File: config.mk
export PLATFORM = sky130hd
export DESIGN_NAME = tier_irq_ctrl
export DESIGN_NICKNAME = d
export VERILOG_FILES = /design/src/rtl/tier_irq_pkg.sv /design/src/rtl/tic_edge_latch.sv /design/src/rtl/tic_qualify.sv /design/src/rtl/tic_pick.sv /design/src/rtl/tier_irq_ctrl.sv
export SDC_FILE = /design/constraint.sdc
export NUM_CORES = 1
export LEC_CHECK = 0
export BUFFER_PORTS_ARGS = -buffer_cell sky130_fd_sc_hd__buf_2
export CORE_AREA = 10 10 47 49
export CTS_BUF_LIST = sky130_fd_sc_hd__clkbuf_8
export DETAILED_ROUTE_END_ITERATION = 10
export DIE_AREA = 0 0 57 59
export PLACE_DENSITY = 0.76
export SLEW_MARGIN = 25
export SYNTH_ARGS = -nofsm -noshare
export SYNTH_HDL_FRONTEND = slang
export SYNTH_SLANG_ARGS = --single-unit
File: constraint.sdc
create_clock -name clk -period 1.3 [get_ports clk]
set_input_delay 0 -clock clk [delete_from_list [all_inputs] [get_ports clk]]
set_output_delay 0 -clock clk [all_outputs]
set_load 0.01 [all_outputs]
File: src/rtl/tier_irq_pkg.sv
package tier_irq_pkg;

    localparam int NUM_SEC  = 4;
    localparam int NUM_SRC  = 2 + NUM_SEC;
    localparam int VEC_W    = $clog2(NUM_SRC);

    localparam int CODE_NMI  = 0;
    localparam int CODE_IRQ  = 1;
    localparam int CODE_SEC0 = 2;

    typedef enum logic [2:0] {
        ST_IDLE   = 3'd0,
        ST_LO     = 3'd1,
        ST_HI     = 3'd2,
        ST_LO_HI  = 3'd3,
        ST_NMI    = 3'd4,
        ST_LO_NMI = 3'd5,
        ST_HI_NMI = 3'd6,
        ST_ALL    = 3'd7
    } nest_state_e;

endpackage

File: src/rtl/tic_edge_latch.sv
module tic_edge_latch (
    input  logic clk,
    input  logic rst_n,
    input  logic line_in,
    input  logic consume,
    output logic pending
);

    logic line_q;
    logic rise;

    assign rise = line_in & ~line_q;

    always_ff @(posedge clk) begin
        if (!rst_n) begin
            line_q  <= 1'b0;
            pending <= 1'b0;
        end else begin
            line_q  <= line_in;
            pending <= rise | (pending & ~consume);
        end
    end

endmodule

File: src/rtl/tic_qualify.sv
module tic_qualify #(
    parameter int NUM_SEC = 4,
    localparam int NUM_SRC = 2 + NUM_SEC
) (
    input  logic               nmi_pend,
    input  logic               irq_line,
    input  logic [NUM_SEC-1:0] sec_line,
    input  logic [NUM_SEC:0]   src_enable,
    input  logic               int_disable,
    input  logic               busy_lo,
    input  logic               busy_irq,
    input  logic               busy_nmi,
    output logic [NUM_SRC-1:0] eligible
);

    logic high_free;
    logic low_free;

    assign high_free = ~busy_irq & ~busy_nmi;
    assign low_free  = high_free & ~busy_lo;

    assign eligible[0] = nmi_pend & ~busy_nmi;
    assign eligible[1] = irq_line & src_enable[0] & ~int_disable & high_free;

    for (genvar k = 0; k < NUM_SEC; k++) begin : g_sec
        assign eligible[2+k] = sec_line[k] & src_enable[k+1] & ~int_disable & low_free;
    end

endmodule

File: src/rtl/tic_pick.sv
module tic_pick #(
    parameter int N = 6,
    localparam int W = (N > 1) ? $clog2(N) : 1
) (
    input  logic [N-1:0] req,
    output logic         hit,
    output logic [W-1:0] code
);

    always_comb begin
        hit  = |req;
        code = '0;
        for (int i = N - 1; i >= 0; i--) begin
            if (req[i]) begin
                code = W'(i);
            end
        end
    end

endmodule

File: src/rtl/tier_irq_ctrl.sv
module tier_irq_ctrl
    import tier_irq_pkg::*;
#(
    parameter int SEC_LINES = NUM_SEC,
    localparam int SRC_N = 2 + SEC_LINES,
    localparam int VW    = $clog2(SRC_N)
) (
    input  logic                 clk,
    input  logic                 rst_n,
    input  logic                 nmi_line,
    input  logic                 irq_line,
    input  logic [SEC_LINES-1:0] sec_line,
    input  logic [SEC_LINES:0]   src_enable,
    input  logic                 int_disable,
    input  logic                 insn_boundary,
    input  logic                 rti_strobe,
    output logic                 take_int,
    output logic [VW-1:0]        take_vec
);

    nest_state_e state, state_nx;

    logic             busy_lo, busy_irq, busy_nmi;
    logic             nmi_pend;
    logic [SRC_N-1:0] eligible;
    logic             win_hit;
    logic [VW-1:0]    win_code;
    logic             accept;
    logic             push_nmi, push_irq, push_lo;

    always_comb begin
        busy_lo  = 1'b0;
        busy_irq = 1'b0;
        busy_nmi = 1'b0;
        unique case (state)
            ST_IDLE:   ;
            ST_LO:     busy_lo = 1'b1;
            ST_HI:     busy_irq = 1'b1;
            ST_LO_HI:  begin busy_lo = 1'b1; busy_irq = 1'b1; end
            ST_NMI:    busy_nmi = 1'b1;
            ST_LO_NMI: begin busy_lo = 1'b1; busy_nmi = 1'b1; end
            ST_HI_NMI: begin busy_irq = 1'b1; busy_nmi = 1'b1; end
            ST_ALL:    begin busy_lo = 1'b1; busy_irq = 1'b1; busy_nmi = 1'b1; end
        endcase
    end

    tic_edge_latch u_nmi (
        .clk     (clk),
        .rst_n   (rst_n),
        .line_in (nmi_line),
        .consume (push_nmi),
        .pending (nmi_pend)
    );

    tic_qualify #(.NUM_SEC(SEC_LINES)) u_qual (
        .nmi_pend    (nmi_pend),
        .irq_line    (irq_line),
        .sec_line    (sec_line),
        .src_enable  (src_enable),
        .int_disable (int_disable),
        .busy_lo     (busy_lo),
        .busy_irq    (busy_irq),
        .busy_nmi    (busy_nmi),
        .eligible    (eligible)
    );

    tic_pick #(.N(SRC_N)) u_pick (
        .req  (eligible),
        .hit  (win_hit),
        .code (win_code)
    );

    assign accept   = insn_boundary & ~rti_strobe & win_hit;
    assign push_nmi = accept & (win_code == VW'(CODE_NMI));
    assign push_irq = accept & (win_code == VW'(CODE_IRQ));
    assign push_lo  = accept & (win_code >= VW'(CODE_SEC0));

    always_comb begin
        state_nx = state;
        unique case (state)
            ST_IDLE: begin
                if (push_nmi)      state_nx = ST_NMI;
                else if (push_irq) state_nx = ST_HI;
                else if (push_lo)  state_nx = ST_LO;
            end
            ST_LO: begin
                if (rti_strobe)    state_nx = ST_IDLE;
                else if (push_nmi) state_nx = ST_LO_NMI;
                else if (push_irq) state_nx = ST_LO_HI;
            end
            ST_HI: begin
                if (rti_strobe)    state_nx = ST_IDLE;
                else if (push_nmi) state_nx = ST_HI_NMI;
            end
            ST_LO_HI: begin
                if (rti_strobe)    state_nx = ST_LO;
                else if (push_nmi) state_nx = ST_ALL;
            end
            ST_NMI: begin
                if (rti_strobe)    state_nx = ST_IDLE;
            end
            ST_LO_NMI: begin
                if (rti_strobe)    state_nx = ST_LO;
            end
            ST_HI_NMI: begin
                if (rti_strobe)    state_nx = ST_HI;
            end
            ST_ALL: begin
                if (rti_strobe)    state_nx = ST_LO_HI;
            end
        endcase
    end

    always_ff @(posedge clk) begin
        if (!rst_n) state <= ST_IDLE;
        else        state <= state_nx;
    end

    always_ff @(posedge clk) begin
        if (!rst_n) begin
            take_int <= 1'b0;
            take_vec <= '0;
        end else begin
            take_int <= accept;
            if (accept) take_vec <= win_code;
        end
    end

endmodule

## After elaboration in Yosys (flattened, before gate mapping)

Index checks and enable logic that the tools add are counted.

| cells by class | value |
|---|---|
| $lt $le $gt $ge | 1 |
| eq/ne operators | 16 |
| muxes and demuxes | 24 |
| bitwise operators | 33 |
| reduce and logical (&&, ||, !) cells | 7 |

Operators by type and width:

| operator | number |
|---|---|
| 2-to-1 mux 3 bit | 20 |
| AND 1 bit | 25 |
| one-hot mux 3 bit (8 select lines) | 1 |
| == test 3 bit (second input constant) | 4 |
| OR reduction 4 bit | 3 |
| inequality test 2 bit (second input constant) | 4 |
| inequality test 4 x 3 -> 1 bit (second input constant) | 2 |
| AND reduction 8 bit | 1 |
| NOT 1 bit | 7 |
| == test 3 x 1 -> 1 bit (second input constant) | 2 |
| == test 3 x 2 -> 1 bit (second input constant) | 2 |
| logical NOT 3 bit | 2 |
| inequality test 3 x 2 -> 1 bit (second input constant) | 2 |
| OR reduction 6 bit | 1 |
| greater-or-equal comparator 3 x 2 -> 1 bit (second input constant) | 1 |
| 2-to-1 mux 1 bit | 3 |
| OR 1 bit | 1 |

| storage, ports and cells | value |
|---|---|
| bits in registers | 9 |
| input port bits | 16 |
| output and inout port bits | 4 |
| logic and storage cells | 86 |

## Longest topological paths before layout

Gate-level depths: netlist of run 1.

| depth | value |
|---|---|
| depth in word-level cells | 19 |
| gate-level depth with buffers | 6 |

## Hierarchy

From an unflattened synthesis of run 1, not the netlist that was laid out.

| second synthesis, totals | value |
|---|---|
| cells, all modules | 55 |
| area, all modules | 486.7 um2 |

By module, submodules not included:

| module | instances | cells an instance | area an instance (um2) | sequential area each (um2) |
|---|---|---|---|---|
| tier_irq_ctrl | 1 | 31 | 307.8 | 140.1 |
| tic_edge_latch | 1 | 6 | 70.1 | 40.0 |
| tic_qualify | 1 | 8 | 56.3 | 0.0 |
| tic_pick | 1 | 10 | 52.6 | 0.0 |

## Least setup slack after synthesis of run 1

OpenSTA, ideal clock, no wires.

| path | value |
|---|---|
| path type | reg2reg |
| start | reg state[2] |
| end | reg take_vec[2] |
| arrival | 1.208 ns |
| slack | 0.020 ns |
| cell stages (with the launch flop) | 6 |
| clock period less this slack | 1.280 ns |
| path through | dfxtp_1 buf_6 or3_4 nor3_2 a21oi_1 nor3b_2 |

| between the ends | value |
|---|---|
| cells in the longest elaborated chain, start to end | 13 |
| elaborated cells between the ends (all ways) | 32 |
| those cells by class | eq/ne (7); mux (9); bitwise (12); reduce/logical (4) |

Ends and longest elaborated chain:

| item | line | RTL |
|---|---|---|
| start: declaration | tier_irq_ctrl.sv:21 | `nest_state_e state, state_nx;` |
| start signal: assignment | tier_irq_ctrl.sv:116 | `else state <= state_nx;` |
| == test 3 bit / == test 3 x 2 -> 1 bit (equally long branches) | tier_irq_ctrl.sv:35 | `unique case (state)` |
| OR reduction 4 bit (no line) | - |  |
| 2-to-1 mux 1 bit | tier_irq_ctrl.sv:35 |  |
| NOT 1 bit, on equally long branches | tic_qualify.sv:19, tic_qualify.sv:22 |  |
| AND 1 bit | tic_qualify.sv:19 | `assign high_free = ~busy_irq & ~busy_nmi;` |
| AND 1 bit | tic_qualify.sv:20 | `assign low_free = high_free & ~busy_lo;` |
| AND 1 bit | tic_qualify.sv:26 | `assign eligible[2+k] = sec_line[k] & src_enable[k+1] & ~int_disable & low_free;` |
| 2-to-1 mux 3 bit (6 in a row) | tic_pick.sv:14 | `if (req[i]) begin` |
| end signal: assignment | tier_irq_ctrl.sv:125 | `if (accept) take_vec <= win_code;` |
| end: declaration | tier_irq_ctrl.sv:18 | `output logic [VW-1:0] take_vec` |

Several ways; a longest one is shown, not always the timed one.
A chain may end at the register's enable or synchronous reset.

## Worst setup path in the final report of run 1

| path | value |
|---|---|
| start | reg state[0] |
| end | reg take_vec[2] |

The elaborated chain is that of the path after synthesis.

==> impl_results.md, run 1 <==
* Share of cells above drive strength 1 at 41.5%
* Num CTS Buffers at 3
* Antenna-violating nets left at 0
* Final hold violation count at 0
* Fin crit share at 101%
* Critical Path Sink Type: flip-flop
* Mux share of post-synthesis cell area at 0%
* Count of final setup violators at 3
* Hold depth at 2
* Total grt overflow at 0
* Largest net degree at the start of global routing at 12
* Highest clock rate at 758 MHz
* CTS tree: done
* Leading area contributor after synthesis: dfxtp_1
* Slew margin rel. at roughly 75%
* First-pass GRT wire length at 2.43 mm
* Post-route cell area at about 800 sq um
* Total chip power at 864 uW
* Clk Latency, worst-skew pair at 0.22 ns
* Avg Inst Size Synth at 8.56 sq um
* Largest family of logic cells by synthesized area: simple AND/OR/NAND/NOR gates
* CP Launch Type: flip-flop
* Simple-gate share of the synthesized area at 32.3%
* Setup TNS at -0.0381 ns
* Post-Synthesis Cells at a little under 70
* Area fraction in compound gates after synthesis at 31.0%
* Post-Synth Adder-Cell Area at 0%
* Fin nets at 111
* Most frequent cells in the layout: buf_2, nand2_1, dfxtp_1
* Worst-margin pin slew at 0.376 ns
* Leakage power total at 0.000339 uW
* Gpl congestion at a little over 0.8
* TritonCTS Sinks at 9
* R2r endpoint: take_vec[2]$_SDFFE_PN0P_
* Hold_sp: rti_strobe
* DRC violations left at 0
* Xor/xnor share of the synthesized area at 0%
* Core Region at 1400 sq um
* Min Tclk post-route at 1.32 ns
* Hold Crit Endpoint: state[2]$_SDFFE_PN0P_
* Worst hold path class: primary input to flip-flop
* Router iterations before antenna repair at 4
* Starting Density at approximately 42%
* Vias/cell at 5.73
* Overall Global Routing Usage at 8.63%
* Clock tree buffer depth at 2
* CTS root buffer: clkbuf_8
* RSZ-0062 raised after global routing: true
* HPWL Detailed at 1.25 mm
* Max Cap Viol at 0
* Antenna violations before repair at 0
* Vias in the first global route at 597
* Sequential share of the synthesized area at 31.0%
* IO buf count at 19
* Full die area at roughly 3400 sq um
* Failing checks: negative setup slack
* CP max FO at 7
* R2R depth at 4
* Top-area cell type share of the netlist area at between 30% and 40%
* WP data required at 1.45 ns
* Peak VDD IR at around 0.86 mV
* Worst Setup Slack, final at -0.0188 ns
* #FFs+latches synth at 9
* R2R Path Start: state[0]$_SDFFE_PN0P_
* Status: finished with violations
* H-tree depth at 1
* Io pins at 20
* Power Dens Cells at 1090 nW/um^2
* Pre-CTS setup slack at -0.118 ns
* Most common library cell in the layout ignoring fill and taps: buf_2
* Cell Area, Synth at slightly below 600 sq um
* Yosys warning count at 0
* Syn_nets at 84
* CP Data Arrival Time at 1.47 ns
* Clock skew at 0.00144 ns
* Die X-Extent at 57 um
* Area growth syn-to-layout at 36.6%
* Clock transition at the registers of the reported paths at 0.04 ns
* Die Span Y at between 50 and 60 um
* Diode count at 0
* Final WL at around 1.6 mm
* Area of placed instances at ~700 sq um
* Wire per inst at 14.4 um
* Setup CP Type: flip-flop to flip-flop
* Cell Rows at 14
* Vias after detailed routing at 630
* Max-slew violation count at 0
* DRT iter0 DRCs at 17
* Yosys cell types at 37
* R2R Setup Slk at -0.02 ns
* Synth area leaders: dfxtp_1, a21oi_1, nand2_1
==> how the worst max path moves through the flow <==
stage | start | endpoint | slack [ns] | cells after the start
after floorplan | state[2]$_SDFFE_PN0P_ | take_vec[2]$_SDFFE_PN0P_ | 0.02 | 5
after global placement | state[2]$_SDFFE_PN0P_ | state[0]$_SDFFE_PN0P_ | -0.08 | 5
after detailed placement | state[2]$_SDFFE_PN0P_ | take_vec[0]$_SDFFE_PN0P_ | -0.12 | 5
after CTS | state[0]$_SDFFE_PN0P_ | take_vec[0]$_SDFFE_PN0P_ | -0.008 | 5
after global routing | state[0]$_SDFFE_PN0P_ | state[0]$_SDFFE_PN0P_ | -0.1 | 5
final | state[0]$_SDFFE_PN0P_ | take_vec[2]$_SDFFE_PN0P_ | -0.02 | 4
==> final cells by class <==
class | instances | area [sq um]
clock buffers | 3 | 41.3
repair buffers | 25 | 143
well taps | 16 | 20.0
multi-input cells | 53 | 387
inverters | 3 | 11.3
clock inverters | 1 | 3.75
fillers | 128 | 607
flip-flops and latches | 9 | 189
==> report_power, final <==
part           leakage (uW)  internal, uW  switching [uW]
clock             0.0000269           204            96.1
combinational      0.000237           124             114
sequential        0.0000756           298            27.0
total              0.000339           627             237
==> sequential cells by signal (all words and copies together) (netlist names) <==
register,flops
state,3
take_int,1
take_vec,3
u_nmi.line_q,1
u_nmi.pending,1
==> metal layers <==
layer  global-route usage, %  wire [um]  vias to the layer above
met2                    14.6        809                       21
met5                       0          0                        -
met1                    8.99        673                      293
li1                        -          -                      312
met3                    2.36         84                        4
met4                    6.38         16                        0
==> per-stage QoR <==
stage	std cells	hold slack (ns)	util (%)
2_1_floorplan	68	0.0761	-
3_3_place_gp	103	0.217	49.7
3_5_place_dp	103	0.218	49.7
4_1_cts	109	0.00447	55.3
5_1_grt	110	0.0200	56.7
6_report	110	0.0137	56.7
==> cells by family after synthesis <==
group	count (synthesis)
AND/OR/NAND/NOR	30
AO/OA/AOI/OAI	23
flip-flops	9
buffers and inverters	6
==> worst max-delay path, cell delays in order, from the launching register on <==
cell	delay (ns)
dfxtp_4	0.36
or3_4	0.41
nor3_4	0.24
a21oi_2	0.08
nor3b_2	0.15
==> cell usage after synthesis <==
master     instances
dfxtp_1            9
nand2_1            6
a21oi_1            5
nor2_1             4
nor3_1             4
inv_1              3
nand3_1            3
a22o_1             2
and2_1             2
nor2b_1            2
o21ai_0            2
a21boi_1           1
a221oi_1           1
a22oi_1            1
a31oi_1            1
a32o_1             1
a32oi_1            1
and2b_1            1
buf_4              1
buf_6              1
clkbuf_1           1
nand2b_1           1
nand3b_1           1
nor3_2             1
nor3b_1            1
nor3b_2            1
nor4_4             1
o2111a_1           1
o2111ai_1          1
o211a_1            1
o21ba_2            1
o221ai_1           1
o22a_1             1
o22ai_2            1
o311ai_0           1
or2_1              1
or3_4              1
==> repair_timing <==
| action | in CTS | in global routing |
|---|---|---|
| setup buffers | 1 | 1 |
| endpoints found under the setup margin | 6 | 5 |
| hold endpoints to repair | 1 | 0 |
| gates resized for setup | 7 | 3 |
| cloned | 0 | 0 |
| pin swaps | 7 | 5 |
| hold buffers | 1 | 0 |
No activity file was read; power rests on OpenSTA's default activity.
==> run 2: changes to the inputs <==
--- a/config.mk
+++ b/config.mk
@@ -5,12 +5,13 @@
 export SDC_FILE = /design/constraint.sdc
 export NUM_CORES = 1
 export LEC_CHECK = 0
+export ABC_AREA = 1
 export BUFFER_PORTS_ARGS = -buffer_cell sky130_fd_sc_hd__buf_2
-export CORE_AREA = 10 10 47 49
+export CORE_MARGIN = 10
+export CORE_UTILIZATION = 45
 export CTS_BUF_LIST = sky130_fd_sc_hd__clkbuf_8
 export DETAILED_ROUTE_END_ITERATION = 10
-export DIE_AREA = 0 0 57 59
-export PLACE_DENSITY = 0.76
+export PLACE_DENSITY = 0.77
 export SLEW_MARGIN = 25
 export SYNTH_ARGS = -nofsm -noshare
 export SYNTH_HDL_FRONTEND = slang
==> run 2 against run 1 <==
Net effect: the run still ends with negative setup slack left; clock power is 6% higher; combinational power grew to 3.3 times the previous value; non-clock buffer count is 17 higher; power is 69% higher; clock skew hardly changed; first-iteration DRC count stayed put; maximum frequency is 13% lower; sequential cell count stayed put; synthesized cell count is 34% higher.
==> impl_results.md, run 2 <==
* Gpl congestion at 0.802 (-2.0%)
* Status: finished with violations
* Share of synthesized registers carrying an async set or reset at 0% (unchanged)
* Failing checks: negative setup slack
* EDFF count, synth at 0 (unchanged)
* Power Dens Cells at 1460 nW/um^2 (+34%)
* Total chip power at 1460 uW (+69%)
* Clock transition at the registers of the reported paths at 0.05 ns (about the same)
* TritonCTS Sinks at 9 (unchanged)
* Full die area at 3170 sq um (-5.6%)
* Highest clock rate at 659 MHz (-13%)
* Multi-input gate area at 424 sq um (+9.7%)
* Register area at 183 sq um (-3.3%)
* Antenna violations before repair at 0 (unchanged)
* Slew margin rel. at 75.2% (+0.60 points)
* Most frequent cell after synthesis: nand2_1
* Vias/cell at 4.95 (-14%)
* Non-Filler Instances at 152 (+38%)
* Critical Path Sink Type: flip-flop
* Final WL at 2.04 mm (+29%)
* Overall Global Routing Usage at 11.6% (+3.0 points)
* Synth cell count leaders: nand2_1, nor2_1, dfxtp_1, inv_1, a21oi_1
* Leading area contributor after synthesis: dfxtp_1
* Final hold violation count at 0 (unchanged)
* Max Cap Viol at 0 (unchanged)
* Leakage power total at 0.000519 uW (+53%)
* Share of cells above drive strength 1 at 56.9% (+15 points)
* Worst Setup Slack, final at -0.217 ns (-0.198 ns)
* #FFs+latches synth at 9 (unchanged)
* DRC violations left at 0 (unchanged)
* RSZ-0062 raised after global routing: true
* Worst hold path class: primary input to flip-flop
* Antenna-violating nets left at 0 (unchanged)
* Fillers at 96 (-25%)
* Cell Rows at 13 (-1)
* Sequential share of the synthesized area at 30.3% (-0.65 points)
* Area of placed instances at 800 sq um (+15%)
* Fin crit share at 117% (+15 points)
* Die X-Extent at 56.3 um (-1.2%)
* Count of final setup violators at 6 (+3)
* Starting Density at 46.8% (+5.3 points)
* Num CTS Buffers at 3 (unchanged)
* CP max FO at 4 (-3)
* Largest regs: state: 3 flops, take_vec: 3 flops
* Diode count at 0 (unchanged)
* Wire per inst at 13.4 um (-6.7%)
* IO buf count at 19 (unchanged)
* Total grt overflow at 0 (unchanged)
* Peak VDD IR at 1.11 mV (+29%)
* Setup CP Type: flip-flop to flip-flop
* Placed Instances at 137 (+33%)
* Most frequent cells in the layout: nand2_1, buf_4, buf_2
* WP data required at 1.43 ns (-0.02 ns)
* Synth area leaders: dfxtp_1, nand2_1, nor2_1
* CP Launch Type: flip-flop
* Yosys warning count at 0 (unchanged)
* Router iterations before antenna repair at 4 (unchanged)
* Min Tclk post-route at 1.52 ns (+0.198 ns)
* Max-slew violation count at 0 (unchanged)
* Io pins at 20 (unchanged)
* Vias in the first global route at 760 (+27%)
* Vias after detailed routing at 753 (+20%)
* Clock tree buffer depth at 2 (unchanged)
* Core Region at 1270 sq um (-9.5%)
* Area growth syn-to-layout at 68.2%
* Fin nets at 154 (+39%)
* First-pass GRT wire length at 2.99 mm (+23%)
* Cell Area, Synth at 594 sq um (+2.2%)
* Worst-margin pin slew at 0.371 ns (-0.00552 ns)
* HPWL Detailed at 1.21 mm (-2.8%)
* Largest net degree at the start of global routing at 7 (-5)
* H-tree depth at 1 (unchanged)
* DRT iter0 DRCs at 17 (unchanged)
* Setup TNS at -0.805 ns (-0.766 ns)
* CTS root buffer: clkbuf_8
* Pre-CTS setup slack at -0.152 ns (-0.0337 ns)
* Clk Latency, worst-skew pair at 0.23 ns (about the same)
* CP Data Arrival Time at 1.65 ns (+0.18 ns)
* Top-area cell type share of the netlist area at 30.3% (-0.65 points)
* Post-Synthesis Cells at 91 (+34%)
* Post-route cell area at 1000 sq um (+26%)
* Main synth FF type: dfxtp_1
* CTS tree: done
* Avg Inst Size Synth at 6.53 sq um (-24%)
* Clock skew at 0.00192 ns (+0.000480 ns)
* Die Span Y at 56.3 um (-4.5%)
* Yosys cell types at 19 (-49%)
* Syn_nets at 107 (+27%)
-- run 2: cell count changes after synthesis, sizes merged, moves of 3 or more --
| cell | before | now |
|---|---|---|
| inv | 3 | 13 |
| nand2 | 6 | 31 |
| nand3 | 3 | 6 |
| nor2 | 4 | 17 |
| nor3 | 5 | 1 |
-- run 2: worst max-delay path: stages, from the launching register on --
cell and delay (ns):
dfxtp_2 0.32, buf_4 0.13, nor2_1 0.12, buf_4 0.16, nor2_4 0.04, nand3_2 0.09, nand2_2 0.07, nand2_2 0.09
nand2_2 0.07, nor2_4 0.10, nand2_4 0.07, nor2_2 0.12, nor2_2 0.04
-- run 2: logic make-up after synthesis --
logic type,Yosys count,share of synthesized area [%]
AOI/OAI and AO/OA,11,11.2
buffers and inverters,13,8.21
DFF,9,30.3
and+or+nand+nor,58,50.3
-- run 2: per-layer routing --
metal	share of wire [%]	GRT usage (%)	vias up
met1	38	8.86	342
met5	0	0	-
met4	3.3	6.87	0
met3	6.3	6.29	8
met2	53	22.0	23
li1	-	-	380
-- run 2: stage by stage --
stage               utilization, %  hold WS (ns)
detailed placement            63.0         0.207
floorplan                        -         0.107
finish                        78.8        0.0418
global route                  78.8        0.0426
global placement              63.0         0.199
CTS                           72.1        0.0417
-- run 2: final cells by class --
class | count | area share [%]
Multi-Input combinational cell | 69 | 42.4
Tap cell | 15 | 1.88
Clock inverter | 1 | 0.375
Clock buffer | 3 | 4.13
Timing Repair Buffer | 42 | 27.8
Sequential cell | 9 | 18.3
Inverter | 13 | 5.13
-- run 2: repair_timing --
item,CTS,global route
endpoints found under the setup margin,5,7
setup buffers,5,6
hold buffers,1,0
gates resized for setup,7,15
pin swaps,2,7
gates cloned,0,0
endpoints found under the hold margin,1,0
-- run 2: power breakdown --
part           switching (uW)  total [uW]  internal (uW)
Clock                     113         319            206
Combinational             411         792            381
Sequential               33.2         347            314
Total                     557        1460            901
-- run 2: worst paths after layout --
kind              cells past startpoint                      from  slack (ns)                        to
setup reg to reg                     12     state[2]$_SDFFE_PN0P_       -0.22     state[0]$_SDFFE_PN0P_
hold reg to reg                       2  take_vec[2]$_SDFFE_PN0P_        0.46  take_vec[2]$_SDFFE_PN0P_
hold / removal                        3                     rst_n        0.04     state[1]$_SDFFE_PN0P_
setup / recovery                     12     state[2]$_SDFFE_PN0P_       -0.22     state[0]$_SDFFE_PN0P_
==> run 3: changes to the inputs <==
--- a/config.mk
+++ b/config.mk
@@ -11,8 +11,10 @@
 export CORE_UTILIZATION = 45
 export CTS_BUF_LIST = sky130_fd_sc_hd__clkbuf_8
 export DETAILED_ROUTE_END_ITERATION = 10
+export GPL_TIMING_DRIVEN = 1
 export PLACE_DENSITY = 0.77
 export SLEW_MARGIN = 25
 export SYNTH_ARGS = -nofsm -noshare
 export SYNTH_HDL_FRONTEND = slang
 export SYNTH_SLANG_ARGS = --single-unit
+export TNS_END_PERCENT = 20
==> run 3 against run 2 <==
Net effect: the flow still finishes with violations (negative setup slack); clock-buffer cell count is the same; clock skew down 0.00079 ns; global-route usage decreased by 1.7 points; die area stayed put; worst hold slack improved by 0.0011 ns; combinational power shrank 24%; final cell count is 7.2% lower; largest cell class unchanged.
==> impl_results.md, run 3 (synthesis results as in run 2) <==
* Placed Instances at 136 (-0.73%)
* CTS tree: done
* CTS root buffer: clkbuf_8
* Antenna violations before repair at 0 (unchanged)
* Slew margin rel. at 77.6% (+2.4 points)
* CP Data Arrival Time at 1.59 ns (-0.06 ns)
* Num CTS Buffers at 3 (unchanged)
* Cell Rows at 13 (unchanged)
* Full die area at 3170 sq um (unchanged)
* Min Tclk post-route at 1.46 ns (-0.0524 ns)
* Total chip power at 1260 uW (-14%)
* CP Launch Type: flip-flop
* Max Cap Viol at 0 (unchanged)
* Worst Setup Slack, final at -0.165 ns (+0.0524 ns)
* Highest clock rate at 683 MHz (+3.6%)
* Setup CP Type: flip-flop to flip-flop
* Most common library cell in the layout ignoring fill and taps: nand2_1
* Total grt overflow at 0 (unchanged)
* CP Launch Point: state[2]$_SDFFE_PN0P_
* Setup crit end: state[1]$_SDFFE_PN0P_
* Largest regs: state: 3 flops, take_vec: 3 flops
* Status: finished with violations
* Core Region at 1270 sq um (unchanged)
* Fin nets at 143 (-7.1%)
* Antenna-violating nets left at 0 (unchanged)
* Max-slew violation count at 0 (unchanged)
* First-pass GRT wire length at 2.69 mm (-9.9%)
* Final WL at 1.51 mm (-26%)
* Largest net degree at the start of global routing at 7 (unchanged)
* Non-Filler Instances at 141 (-7.2%)
* Gpl congestion at 0.810 (+1.0%)
* R2R Path Start: state[2]$_SDFFE_PN0P_
* Critical Path Sink Type: flip-flop
* Starting Density at 46.8% (unchanged)
* Router iterations before antenna repair at 4 (unchanged)
* R2r endpoint: state[1]$_SDFFE_PN0P_
* Wire per inst at 10.7 um (-20%)
* Clock tree buffer depth at 2 (unchanged)
* DRC violations left at 0 (unchanged)
* Leakage power total at 0.000456 uW (-12%)
* Clock transition at the registers of the reported paths at 0.04 ns (about the same)
* Worst hold path class: primary input to flip-flop
* Worst path max stage delay at 0.33 ns (about the same)
* Vias after detailed routing at 678 (-10%)
* R2R Setup Slk at -0.16 ns (+0.05 ns)
* DRT iter0 DRCs at 15 (-2)
* Vias/cell at 4.81 (-2.9%)
* Final hold violation count at 0 (unchanged)
* TritonCTS Sinks at 9 (unchanged)
* Worst-margin pin slew at 0.335 ns (-0.0355 ns)
* Power Dens Cells at 1450 nW/um^2 (-0.28%)
* Die X-Extent at 56.3 um (unchanged)
* WP data required at 1.42 ns (about the same)
* Clk Latency, worst-skew pair at 0.23 ns (about the same)
* Count of final setup violators at 2 (-4)
* Slowest cell on the critical path: dfxtp_2
* Vias in the first global route at 711 (-6.4%)
* Diode count at 0 (unchanged)
* Most frequent cells in the layout: nand2_1, buf_2, nor2_1, inv_1, buf_4
* HPWL Detailed at 1.25 mm (+3.0%)
* Io pins at 20 (unchanged)
* Overall Global Routing Usage at 9.95% (-1.7 points)
* Fin crit share at 113% (-4.0 points)
* Peak VDD IR at 0.817 mV (-27%)
* Die Span Y at 56.3 um (unchanged)
* Crit-path cells: inv_2, nand2_4, inv_2, nand2_2, inv_2, nor2_4, nand3_2, nand2_2, nand2_1, nand2_1, nor2_2, nand2_4, nor2_2, nor2_2
* Failing checks: negative setup slack
* CP max FO at 4 (unchanged)
* R2R depth at 14 (+2)
* Fin Hold WS at 0.0428 ns (+0.00106 ns)
* RSZ-0062 raised after global routing: true
* Clock skew at 0.00113 ns (-0.000788 ns)
* IO buf count at 19 (unchanged)
* H-tree depth at 1 (unchanged)
* Area growth syn-to-layout at 45.7%
* Setup TNS at -0.309 ns (+0.496 ns)
* Final Core Density at 68.2% (-11 points)
* Share of cells above drive strength 1 at 46.0% (-11 points)
-- run 3: cell count changes in the layout (fill, tap and decap cells not counted), moves of 2 or more --
cell | previous run | this run
buf_4 | 20 | 10
nand2_1 | 20 | 26
nand2_2 | 7 | 3
nand2_4 | 4 | 2
-- run 3: how the worst min path moves through the flow --
stage / start / cells past startpoint / slack [ns] / end
final: rst_n / 3 / 0.04 / u_nmi.line_q$_SDFF_PN0_
after CTS: rst_n / 3 / 0.04 / u_nmi.line_q$_SDFF_PN0_
after detailed placement: nmi_line / 3 / 0.21 / u_nmi.line_q$_SDFF_PN0_
after global placement: nmi_line / 3 / 0.20 / u_nmi.line_q$_SDFF_PN0_
after floorplan: nmi_line / 2 / 0.11 / u_nmi.line_q$_SDFF_PN0_
after global routing: rst_n / 3 / 0.06 / state[0]$_SDFFE_PN0P_
-- run 3: critical path, delay by kind of cell, from the launching register on --
family | cells | cell delay, ns
flops | 1 | 0.33
simple gates | 11 | 0.82
buf+inv | 3 | 0.20
-- run 3: report_power, final --
part | leakage (uW) | switching, uW | internal, uW
logic | 0.000355 | 330 | 270
clock network | 0.0000269 | 104 | 205
registers | 0.0000746 | 35.6 | 314
total | 0.000456 | 470 | 789
-- run 3: routing by layer --
layer	track usage [%]	routed length, um	vias up
li1	-	-	356
met2	19.5	787	20
met4	1.03	0	0
met5	0	0	-
met3	5.62	132	0
met1	8.76	589	302
-- run 3: final cells by class --
type | instances | area, sq um
fillers | 111 | 403
multi-input cells | 69 | 379
repair buffers | 31 | 191
flip-flops and latches | 9 | 183
inverters | 13 | 48.8
clock buffers | 3 | 41.3
well taps | 15 | 18.8
clock inverters | 1 | 3.75
-- run 3: what timing repair did --
item	CTS	global route
hold buffers	1	0
buffers inserted	0	0
endpoints found under the setup margin	5	6
endpoints found under the hold margin	1	0
gates resized for setup	5	2
-- run 3: through the flow --
stage | instance area [sq um] | setup WS (ns)
finish | 866 | -0.165
global route | 866 | -0.303
CTS | 861 | -0.153
detailed placement | 791 | -0.172
global placement | 791 | -0.103
floorplan | 594 | -0.0808
